### src/rtl/dest_filter_pkg.sv
`timescale 1ns/1ps
package dest_filter_pkg;

  localparam int ADDR_BYTES = 6;
  localparam int IDX_W      = 3;
  localparam int CRC_W      = 32;
  localparam logic [CRC_W-1:0] CRC_POLY = 32'h04C1_1DB7;

  // Strobes from control to datapath
  typedef struct packed {
    logic             start;  // current byte is address byte 0
    logic             load;   // current byte belongs to the address field
    logic             last;   // current byte is the final address byte
    logic [IDX_W-1:0] idx;    // position of current byte in the field
  } filtStrobe_t;

  // One byte through the CRC register, data bits least significant first
  function automatic logic [CRC_W-1:0] crcByte(input logic [CRC_W-1:0] c,
                                               input logic [7:0] d);
    logic [CRC_W-1:0] r;
    logic fb;
    r = c;
    for (int b = 0; b < 8; b++) begin
      fb = r[CRC_W-1] ^ d[b];
      r  = {r[CRC_W-2:0], 1'b0} ^ (fb ? CRC_POLY : '0);
    end
    return r;
  endfunction

endpackage

### src/rtl/dest_filter_ctrl.sv
`timescale 1ns/1ps
module dest_filter_ctrl
  import dest_filter_pkg::*;
(
  input  logic        clk,
  input  logic        rstN,
  input  logic        rxSof,
  input  logic        rxValid,
  output filtStrobe_t stb,
  output logic        decValid
);

  localparam logic [IDX_W-1:0] IDLE_CNT = IDX_W'(ADDR_BYTES);
  localparam logic [IDX_W-1:0] LAST_IDX = IDX_W'(ADDR_BYTES - 1);

  logic [IDX_W-1:0] byteCnt;  // next expected index; IDLE_CNT when field done

  always_comb begin
    stb.start = rxValid & rxSof;
    stb.load  = rxValid & (rxSof | (byteCnt < IDLE_CNT));
    stb.idx   = rxSof ? '0 : byteCnt;
    stb.last  = stb.load & (stb.idx == LAST_IDX);
  end

  always_ff @(posedge clk or negedge rstN) begin
    if (!rstN) begin
      byteCnt  <= IDLE_CNT;
      decValid <= 1'b0;
    end else begin
      if (stb.load) byteCnt <= stb.idx + 1'b1;
      decValid <= stb.last;
    end
  end

  // counter never leaves its legal range
  always_comb begin
    if (rstN) assert_cnt_range_R2: assert (byteCnt <= IDLE_CNT);
  end

  assert_valid_follows_last_R3: assert property (@(posedge clk) disable iff (!rstN)
    stb.last |=> decValid);

  assert_valid_single_R3: assert property (@(posedge clk) disable iff (!rstN)
    decValid |=> !decValid);

endmodule

### src/rtl/dest_filter_dpath.sv
`timescale 1ns/1ps
module dest_filter_dpath
  import dest_filter_pkg::*;
#(
  parameter int CFG_AW = 4,
  parameter int HASH_W = 6
) (
  input  logic              clk,
  input  logic              rstN,
  input  logic              cfgWrEn,
  input  logic [CFG_AW-1:0] cfgAddr,
  input  logic [7:0]        cfgData,
  input  logic [7:0]        rxByte,
  input  filtStrobe_t       stb,
  output logic              decAccept,
  output logic              decIsMcast
);

  localparam int HASH_N     = 1 << HASH_W;
  localparam int HASH_BYTES = HASH_N / 8;
  localparam int HASH_BASE  = ADDR_BYTES;
  localparam int MODE_ADDR  = HASH_BASE + HASH_BYTES;

  logic [ADDR_BYTES-1:0][7:0] staAddr;
  logic [HASH_N-1:0]          hashMap;
  logic                       bcastEn, promEn;

  // Configuration registers
  for (genvar g = 0; g < ADDR_BYTES; g++) begin : gSta
    always_ff @(posedge clk or negedge rstN) begin
      if (!rstN) staAddr[g] <= '0;
      else if (cfgWrEn && cfgAddr == CFG_AW'(g)) staAddr[g] <= cfgData;
    end
  end

  for (genvar h = 0; h < HASH_BYTES; h++) begin : gHash
    always_ff @(posedge clk or negedge rstN) begin
      if (!rstN) hashMap[h*8 +: 8] <= '0;
      else if (cfgWrEn && cfgAddr == CFG_AW'(HASH_BASE + h)) hashMap[h*8 +: 8] <= cfgData;
    end
  end

  always_ff @(posedge clk or negedge rstN) begin
    if (!rstN) begin
      bcastEn <= 1'b0;
      promEn  <= 1'b0;
    end else if (cfgWrEn && cfgAddr == CFG_AW'(MODE_ADDR)) begin
      bcastEn <= cfgData[0];
      promEn  <= cfgData[1];
    end
  end

  // Running state over the address field
  logic [CRC_W-1:0] crcReg, crcCur, crcNxt;
  logic             eqReg, eqNxt;
  logic             grpReg, grpNxt;
  logic             onesReg, onesNxt;
  logic [HASH_W-1:0] hashIdx;
  logic             hashHit, acceptNow;

  always_comb begin
    crcCur    = stb.start ? '1 : crcReg;
    crcNxt    = crcByte(crcCur, rxByte);
    eqNxt     = (stb.start ? 1'b1 : eqReg) & (rxByte == staAddr[stb.idx]);
    grpNxt    = stb.start ? rxByte[0] : grpReg;
    onesNxt   = (stb.start ? 1'b1 : onesReg) & (rxByte == 8'hFF);
    hashIdx   = crcNxt[CRC_W-1 -: HASH_W];
    hashHit   = hashMap[hashIdx];
    acceptNow = grpNxt ? (onesNxt ? bcastEn : hashHit) : (eqNxt | promEn);
  end

  always_ff @(posedge clk or negedge rstN) begin
    if (!rstN) begin
      crcReg  <= '1;
      eqReg   <= 1'b0;
      grpReg  <= 1'b0;
      onesReg <= 1'b0;
    end else if (stb.load) begin
      crcReg  <= crcNxt;
      eqReg   <= eqNxt;
      grpReg  <= grpNxt;
      onesReg <= onesNxt;
    end
  end

  always_ff @(posedge clk or negedge rstN) begin
    if (!rstN) begin
      decAccept  <= 1'b0;
      decIsMcast <= 1'b0;
    end else if (stb.last) begin
      decAccept  <= acceptNow;
      decIsMcast <= grpNxt;
    end else if (stb.start) begin
      decAccept  <= 1'b0;
      decIsMcast <= 1'b0;
    end
  end

  assert_sof_clears_R4: assert property (@(posedge clk) disable iff (!rstN)
    (stb.start && !stb.last) |=> (!decAccept && !decIsMcast));

  assert_decision_held_R4: assert property (@(posedge clk) disable iff (!rstN)
    (!stb.start && !stb.last) |=> ($stable(decAccept) && $stable(decIsMcast)));

  assert_start_exclusive_R2: assert property (@(posedge clk) disable iff (!rstN)
    $onehot0({stb.start, stb.last}));

endmodule

### src/rtl/dest_addr_filter.sv
`timescale 1ns/1ps
module dest_addr_filter
  import dest_filter_pkg::*;
#(
  parameter int CFG_AW = 4,
  parameter int HASH_W = 6
) (
  input  logic              clk,
  input  logic              rstN,
  input  logic              cfgWrEn,
  input  logic [CFG_AW-1:0] cfgAddr,
  input  logic [7:0]        cfgData,
  input  logic              rxSof,
  input  logic              rxValid,
  input  logic [7:0]        rxByte,
  output logic              decValid,
  output logic              decAccept,
  output logic              decIsMcast
);

  filtStrobe_t stb;

  dest_filter_ctrl u_ctrl (
    .clk      (clk),
    .rstN     (rstN),
    .rxSof    (rxSof),
    .rxValid  (rxValid),
    .stb      (stb),
    .decValid (decValid)
  );

  dest_filter_dpath #(.CFG_AW(CFG_AW), .HASH_W(HASH_W)) u_dpath (
    .clk        (clk),
    .rstN       (rstN),
    .cfgWrEn    (cfgWrEn),
    .cfgAddr    (cfgAddr),
    .cfgData    (cfgData),
    .rxByte     (rxByte),
    .stb        (stb),
    .decAccept  (decAccept),
    .decIsMcast (decIsMcast)
  );

endmodule

### config.mk
export PLATFORM = sky130hd
export DESIGN_NAME = dest_addr_filter
export DESIGN_NICKNAME = d
export VERILOG_FILES = /design/src/rtl/dest_filter_pkg.sv /design/src/rtl/dest_filter_ctrl.sv /design/src/rtl/dest_filter_dpath.sv /design/src/rtl/dest_addr_filter.sv
export SDC_FILE = /design/constraint.sdc
export NUM_CORES = 1
export LEC_CHECK = 0
export BUFFER_PORTS_ARGS = -buffer_cell sky130_fd_sc_hd__clkbuf_2
export CAP_MARGIN = 20
export CELL_PAD_IN_SITES_DETAIL_PLACEMENT = 0
export CELL_PAD_IN_SITES_GLOBAL_PLACEMENT = 2
export CORE_MARGIN = 2
export CORE_UTILIZATION = 39
export CTS_CLUSTER_DIAMETER = 150
export CTS_CLUSTER_SIZE = 20
export DETAILED_ROUTE_END_ITERATION = 6
export PLACE_DENSITY = 0.74
export SYNTH_ARGS = -nofsm -noshare
export SYNTH_HDL_FRONTEND = slang
export SYNTH_SLANG_ARGS = --single-unit
### constraint.sdc
create_clock -name clk -period 2.85 [get_ports clk]
set_input_delay 0.4275 -clock clk [delete_from_list [all_inputs] [get_ports clk]]
set_output_delay 0.4275 -clock clk [all_outputs]
set_load 0.05 [all_outputs]
==> impl_metrics.py, run 1 <==
metrics = {
    "cells_and_area": {
        "nets": 763,
        "fin_area_mm2": 0.00952,
        "layout-drive-gt1-share_pct": 38.9,
        "fin_cells": 1019,
        "syn2layout_area_growth_pct": 17.4,
        "finish.utilization_pct": 46.9,
        "antenna_cells": 0,
    },
    "sta": {
        "grt_setup_unrepaired": "yes",
        "tightest_slew_ns": 0.764,
        "max-slew-margin-rel_pct": 48.9,
        "timing.final.max_slew_violations": 0,
        "finClkSkew_ns": 0.00737,
        "fmax_ghz": 0.340,
        "period_share_pct": 103,
        "finalHoldViolations": 0,
        "setup_ws_ns": -0.0897,
        "setup_viol": 1,
        "final.min_clock_period_ns": 2.94,
    },
    "logic_synthesis": {
        "synth-edff-count": 0,
        "synth_area_mm2": 0.00811,
        "synth_seq_area_share_pct": 48.4,
        "yosys.area.top_type": "dfrtp_1",
        "ys.flop_type": "dfrtp_1",
        "syn_inst": 681,
        "synthesis.nets": 708,
        "syn_avg_cell_area_um2": 11.9,
        "ys_ff_latch": 155,
        "yosysWarnings": 0,
        "async_flop_share_pct": 100,
        "synthTopCellsByCount": "121 x dfrtp_1, 120 x mux2_2, 63 x xnor2_1",
        "synthMostInstantiatedCell": "dfrtp_1",
        "synth_cell_types": 47,
        "synthTopCellsByArea": "dfrtp_1 37%, mux2_2 17%, dfstp_2 11%",
        "synth_top_area_share_pct": 37.3,
    },
    "setup_path": {
        "cp.arrival_ns": 3.24,
        "end_kind": "flip-flop",
        "path_cells": "xnor2_4, nor2_4, xnor2_4, xnor3_2, clkbuf_16, mux4_2, a311o_1, a211oi_1, a211o_1, a21oi_2",
        "start_kind": "flip-flop",
        "critical_path_buf_inv_count": 1,
        "cp_top_family": "XOR/XNOR gates",
        "criticalPathCategory": "reg -> reg",
        "cp_max_fo": 5,
        "crit_path_frequent_cell": "xnor2_4",
        "critPathMaxStageDelay_ns": 0.60,
        "worst_ep_required_time_ns": 3.15,
        "cp_slowest_cell": "dfstp_2",
    },
    "run_status": {
        "violations": "setup timing",
        "outcome": "finished with violations",
    },
    "die": {
        "die_w_um": 148,
        "num_rows": 52,
        "die_y_um": 148,
        "core-area_mm2": 0.0203,
        "start_util_pct": 39.9,
        "die-area_mm2": 0.0220,
        "io_pins": 28,
    },
    "detailed_routing": {
        "drt_pre_antenna_iters": 5,
        "ant_nets": 0,
        "wirelength_mm": 18.9,
        "vias": 5174,
        "drt-wirelength-per-cell_um": 18.5,
        "via_per_inst": 5.08,
        "drcViolationCount": 0,
        "first_iter_violations": 176,
    },
    "place": {
        "numPortBuffers": 27,
        "routabilityCongestion": 0.782,
        "placed_area_mm2": 0.00882,
        "place_hpwl_mm": 13.3,
        "pre_cts_slack_ns": -0.145,
        "dp.cells": 984,
    },
    "flow_run": {
        "drv_cap": 0,
    },
    "global_route": {
        "grt_first_pass_wirelength_mm": 31.7,
        "grt_pass1_vias": 5774,
        "antenna_found_initial": 0,
        "grt-ovfl-total": 0,
        "grt.total_usage_pct": 18.6,
        "grt_max_degree": 70,
    },
    "power": {
        "p_int_w": 0.00794,
        "p_sw_share_pct": 36.4,
        "comb_power_share_pct": 53.9,
        "power.switching_w": 0.00454,
        "p_per_area_mw_per_mm2": 1310,
        "power_w": 0.0125,
        "pwr-share-clk_pct": 18.4,
        "peakVddDrop_mv": 0.689,
        "seq_power_share_pct": 27.7,
        "power.leakage_nw": 4.13,
    },
    "cts": {
        "clock_latency_ns": 0.42,
        "clock_path_buffers": 2,
        "cts_tree": "done",
        "cts_hold_buf": 0,
        "cts_root_buf": "clkbuf_16",
        "clock-sinks": 155,
        "htreeDepth": 4,
        "numCtsBuffers": 17,
        "clkTransAtPathRegs_ns": 0.07,
    },
    "worst_hold_path": {
        "hold_class": "in -> async",
    },
}
flip-flops by register name, indices dropped and copies added (netlist names), 3 cells and up:
register	count
u_dpath.staAddr	48
u_dpath.hashMap	64
u_ctrl.byteCnt	3
u_dpath.crcReg	32
worst reg2reg max path: stages, from the launching register on:
cell and delay, ns:
dfstp_2 0.60, xnor2_4 0.16, nor2_4 0.07, xnor2_4 0.14, xnor3_2 0.48, clkbuf_16 0.18
mux4_2 0.48, a311o_1 0.35, a211oi_1 0.17, a211o_1 0.14, a21oi_2 0.05
final cells by class:
class	count	area, µm²
clock inverters	14	173
well taps	270	338
multi-input cells	471	4010
fillers	1871	10800
flip-flops and latches	155	3920
clock buffers	18	439
repair buffers	81	602
inverters	10	37.5
logic make-up after synthesis:
logic type / count (synthesis) / share of synthesized area [%]
compound gates: 70 / 5.35
simple gates: 127 / 6.87
buf+inv: 55 / 2.96
flops: 155 / 48.4
xor+xnor: 97 / 11.2
mux: 175 / 24.9
fa+ha+maj: 2 / 0.309
routing by layer:
layer / track usage (%) / routed length [µm] / vias up
met5: 0 / 0 / -
met4: 4.29 / 227 / 0
met3: 3.56 / 466 / 15
met2: 31.4 / 9300 / 59
met1: 25.1 / 8880 / 2637
li1: - / - / 2463
path summary, 6_finish.rpt:
kind	slack, ns	to	start	cells after the start
max reg2reg	-0.09	u_dpath.decAccept	u_dpath.crcReg[24]	10
max	-0.09	u_dpath.decAccept	u_dpath.crcReg[24]	10
min reg2reg	0.46	u_dpath.crcReg[2]	u_dpath.crcReg[2]	2
max in group asynchronous	2.03	u_dpath.crcReg[24]	rstN	2
min in group clk	0.36	u_ctrl.byteCnt[2]	rxValid	4
min	0.02	u_dpath.grpReg	rstN	1
through the flow:
step | setup TNS [ns] | hold slack, ns
finish | -0.0897 | 0.0197
global route | -0.221 | 0.0541
CTS | -0.0588 | 0.0382
detailed placement | -0.145 | 0.454
global placement | -0.150 | 0.450
floorplan | -0.0720 | 0.132
cells in the final DEF, fill, tap and decap left out, types with 2 or more instances in the layout:
cell       instances
a211oi_1           8
a21oi_1            2
a221oi_1           3
and2_1             2
buf_12             3
buf_4             50
clkbuf_16         18
clkbuf_2          26
clkinv_8           3
dfrtp_1          121
dfstp_2           34
ha_1               2
inv_1              9
inv_6              5
inv_8              3
mux2_2           120
mux2i_1           45
mux4_2             9
nand2_1           48
nand2b_1           3
nand3_1            5
nand3b_1           3
nand4_1            2
nor2_1            46
nor2b_1            3
nor3_1             4
nor3b_1            6
o21a_1             4
o21ai_0           36
o22ai_1            8
xnor2_1           61
xnor2_2            5
xnor2_4            2
xor2_1            27
repair_timing:
action / 4_1_cts / 5_1_grt
cloned: 0 / 1
buffers inserted: 1 / 1
resized for setup: 0 / 7
pin swaps: 1 / 3
endpoints found under the setup margin: 1 / 1
power groups by stage:
stage / Sequential (W) / Combinational, W / Clock [W]
global placement: 0.00344 / 0.00639 / 0
detailed placement: 0.00346 / 0.00649 / 0
global route: 0.00354 / 0.00734 / 0.00247
CTS: 0.00343 / 0.00657 / 0.00236
finish: 0.00345 / 0.00673 / 0.00230
floorplan: 0.00328 / 0.00506 / 0
(Power assumes the default switching activity.)
==> run 2: changes to the inputs <==
- CORE_UTILIZATION: 39 -> 40
- GPL_TIMING_DRIVEN: unset -> 0
- PLACE_DENSITY: 0.74 -> 0.75
- SYNTH_HIERARCHICAL: unset -> 1
==> run 2 against run 1 <==
Compared with the run above: the run still ends with setup timing left; via count shrank 0.43%; maximum frequency shrank 0.11%; synthesized area grew 1.7%.
==> impl_metrics.py, run 2 <==
metrics = {
    "setup_path": {
        "worst_r2r_startpoint": "u_dpath/crcReg[18]",
        "startpoint": "u_dpath/crcReg[18]",
        "r2r-end": "u_dpath/decAccept",
        "criticalPathCategory": "reg -> reg",
        "end_kind": "flip-flop",
        "start_kind": "flip-flop",
        "worst_ep_required_time_ns": 3.15,
        "cp_max_fo": 5,
        "reg2reg_depth": 10,
        "reg2reg_setup_slack_ns": -0.09,
        "cp.arrival_ns": 3.24,
    },
    "place": {
        "routabilityCongestion": 0.785,
        "numPortBuffers": 19,
        "place_hpwl_mm": 14.0,
        "placed_area_mm2": 0.00876,
    },
    "detailed_routing": {
        "via_per_inst": 5.16,
        "first_iter_violations": 256,
        "drcViolationCount": 0,
        "drt-wirelength-per-cell_um": 20.2,
        "vias": 5152,
        "drt_pre_antenna_iters": 4,
        "wirelength_mm": 20.2,
        "ant_nets": 0,
    },
    "cts": {
        "htreeDepth": 4,
        "cts_root_buf": "clkbuf_16",
        "clkTransAtPathRegs_ns": 0.07,
        "clock_latency_ns": 0.43,
        "clock-sinks": 155,
        "clock_path_buffers": 2,
        "numCtsBuffers": 17,
        "cts_tree": "done",
    },
    "logic_synthesis": {
        "synthTopCellsByCount": "139 x mux2_2, 121 x dfrtp_1, 87 x xnor2_1",
        "synth_seq_area_share_pct": 47.5,
        "synth_cell_types": 50,
        "syn_avg_cell_area_um2": 12.4,
        "ys_ff_latch": 155,
        "yosys.area.top_type": "dfrtp_1",
        "ys.flop_type": "dfrtp_1",
        "synth_area_mm2": 0.00825,
        "yosysWarnings": 6,
        "synth_top_area_share_pct": 36.7,
        "async_flop_share_pct": 100,
        "synthesis.nets": 691,
        "syn_inst": 664,
        "synth-edff-count": 0,
        "synthTopCellsByArea": "dfrtp_1 37%, mux2_2 19%, dfstp_2 11%",
        "synthMostInstantiatedCell": "mux2_2",
    },
    "sta": {
        "grt_setup_unrepaired": "yes",
        "fin_tns_setup_ns": -0.0931,
        "finalHoldViolations": 0,
        "setup_ws_ns": -0.0931,
        "fmax_ghz": 0.340,
        "period_share_pct": 103,
        "finClkSkew_ns": 0.00825,
        "max-slew-margin-rel_pct": 31.0,
        "setup_viol": 1,
        "tightest_slew_ns": 1.03,
        "timing.final.max_slew_violations": 0,
        "final.min_clock_period_ns": 2.94,
    },
    "cells_and_area": {
        "antenna_cells": 0,
        "layout-drive-gt1-share_pct": 39.9,
        "layout_common_cells": "137 x mux2_2, 121 x dfrtp_1, 76 x xnor2_1",
        "regMostFlops": "u_dpath/hashMap",
        "final_common_cell": "mux2_2",
        "syn2layout_area_growth_pct": 16.6,
        "largest_reg_flops": 64,
        "reg.largest.list": "u_dpath/hashMap (64), u_dpath/staAddr (48), u_dpath/crcReg (32)",
        "nets": 743,
        "fin_area_mm2": 0.00962,
    },
    "worst_hold_path": {
        "worstHoldStart": "rxValid",
        "hold_depth": 3,
        "hold_class": "in -> reg",
        "min_to": "u_ctrl/byteCnt[2]",
    },
    "die": {
        "die_w_um": 148,
        "core-area_mm2": 0.0202,
        "die-area_mm2": 0.0218,
        "start_util_pct": 40.8,
        "die_y_um": 148,
        "num_rows": 52,
        "io_pins": 28,
    },
    "run_status": {
        "violations": "setup timing",
        "outcome": "finished with violations",
    },
    "global_route": {
        "antenna_found_initial": 0,
        "grt-ovfl-total": 0,
        "grt_first_pass_wirelength_mm": 31.7,
        "grt_pass1_vias": 5474,
        "grt.total_usage_pct": 19.3,
        "grt_max_degree": 103,
    },
    "power": {
        "power_w": 0.0131,
        "p_per_area_mw_per_mm2": 1360,
        "peakVddDrop_mv": 0.637,
        "power.leakage_nw": 3.97,
    },
    "flow_run": {
        "drv_cap": 0,
    },
}
run 2: changes by cell type after synthesis, moves of 4 or more:
cell      change
mux2i_1      -14
xor2_1       -14
xnor2_1      +24
clkbuf_1      -4
mux2_2       +19
o21ai_0      -31
nand2_1      -38
a211oi_1      -6
mux4_1        +4
a21oi_1      +13
nor2b_1       +4
nor2_1       +13
run 2: power breakdown:
group / switching, W / total (W) / internal [W]
clock: 0.00104 / 0.00238 / 0.00134
sequential: 0.000374 / 0.00341 / 0.00304
combinational: 0.00351 / 0.00732 / 0.00382
run 2: metrics by stage:
stage	hold WS [ns]	util, %	cells	setup WS, ns
2_1_floorplan	0.132	-	664	0.00485
3_3_place_gp	0.478	43.0	953	-1.26
6_report	0.252	47.5	999	-0.0931
4_1_cts	0.225	47.4	996	-0.102
5_1_grt	0.265	47.5	999	-0.208
3_5_place_dp	0.430	43.3	957	-0.727
run 2: layer usage:
layer / routed length [µm] / GRT usage [%] / vias to the layer above
li1: - / - / 2408
met1: 9470 / 26.3 / 2644
met2: 9850 / 32.4 / 82
met3: 593 / 3.70 / 18
met4: 265 / 4.28 / 0
met5: 0 / 0 / -
run 2: logic make-up (layout without fill, tap and decap cells):
| group | count (synthesis) | in the layout | share of synthesized area (%) |
|---|---|---|---|
| flip-flops | 155 | 155 | 47.5 |
| adder cells (fa/ha/maj) | 2 | 2 | 0.303 |
| buffers and inverters | 55 | 120 | 2.87 |
| XOR/XNOR | 105 | 105 | 11.8 |
| AND/OR/NAND/NOR | 115 | 115 | 6.92 |
| multiplexers | 185 | 185 | 27.0 |
| AO/OA/AOI/OAI | 47 | 47 | 3.59 |
run 2: layout make-up:
class | count | area, µm²
clock inverter | 15 | 194
clock buffer | 17 | 425
timing repair buffer | 36 | 263
tap | 270 | 338
inverter | 11 | 45.0
fill | 1848 | 10600
multi-input combinational | 454 | 4220
sequential | 155 | 3920
buffer | 41 | 216
run 2: critical path: stages (launching register included):
cell and delay, ns:
dfstp_2 0.57, xnor2_2 0.12, mux2_4 0.35, xnor2_4 0.15, xnor2_4 0.28, buf_6 0.15, mux4_1 0.53, mux2_2 0.28
nand3b_1 0.11, o2111a_1 0.22, a211oi_2 0.04
run 2: how the worst max path moves through the flow:
| stage | endpoint | slack, ns | depth (start not counted) |
|---|---|---|---|
| global placement | u_dpath/hashMap[39] | -1.26 | 1 |
| floorplan | u_dpath/decAccept | 0.005 | 9 |
| finish | u_dpath/decAccept | -0.09 | 10 |
| detailed placement | u_dpath/decAccept | -0.73 | 13 |
| global route | u_dpath/decAccept | -0.21 | 9 |
| CTS | u_dpath/decAccept | -0.10 | 10 |
run 2: repair_timing:
item,4_1_cts,5_1_grt
gates resized for setup,27,3
hold buffers,1,0
pin swaps,3,2
setup buffers,9,3
hold endpoints to repair,22,0
setup endpoints to repair,4,5
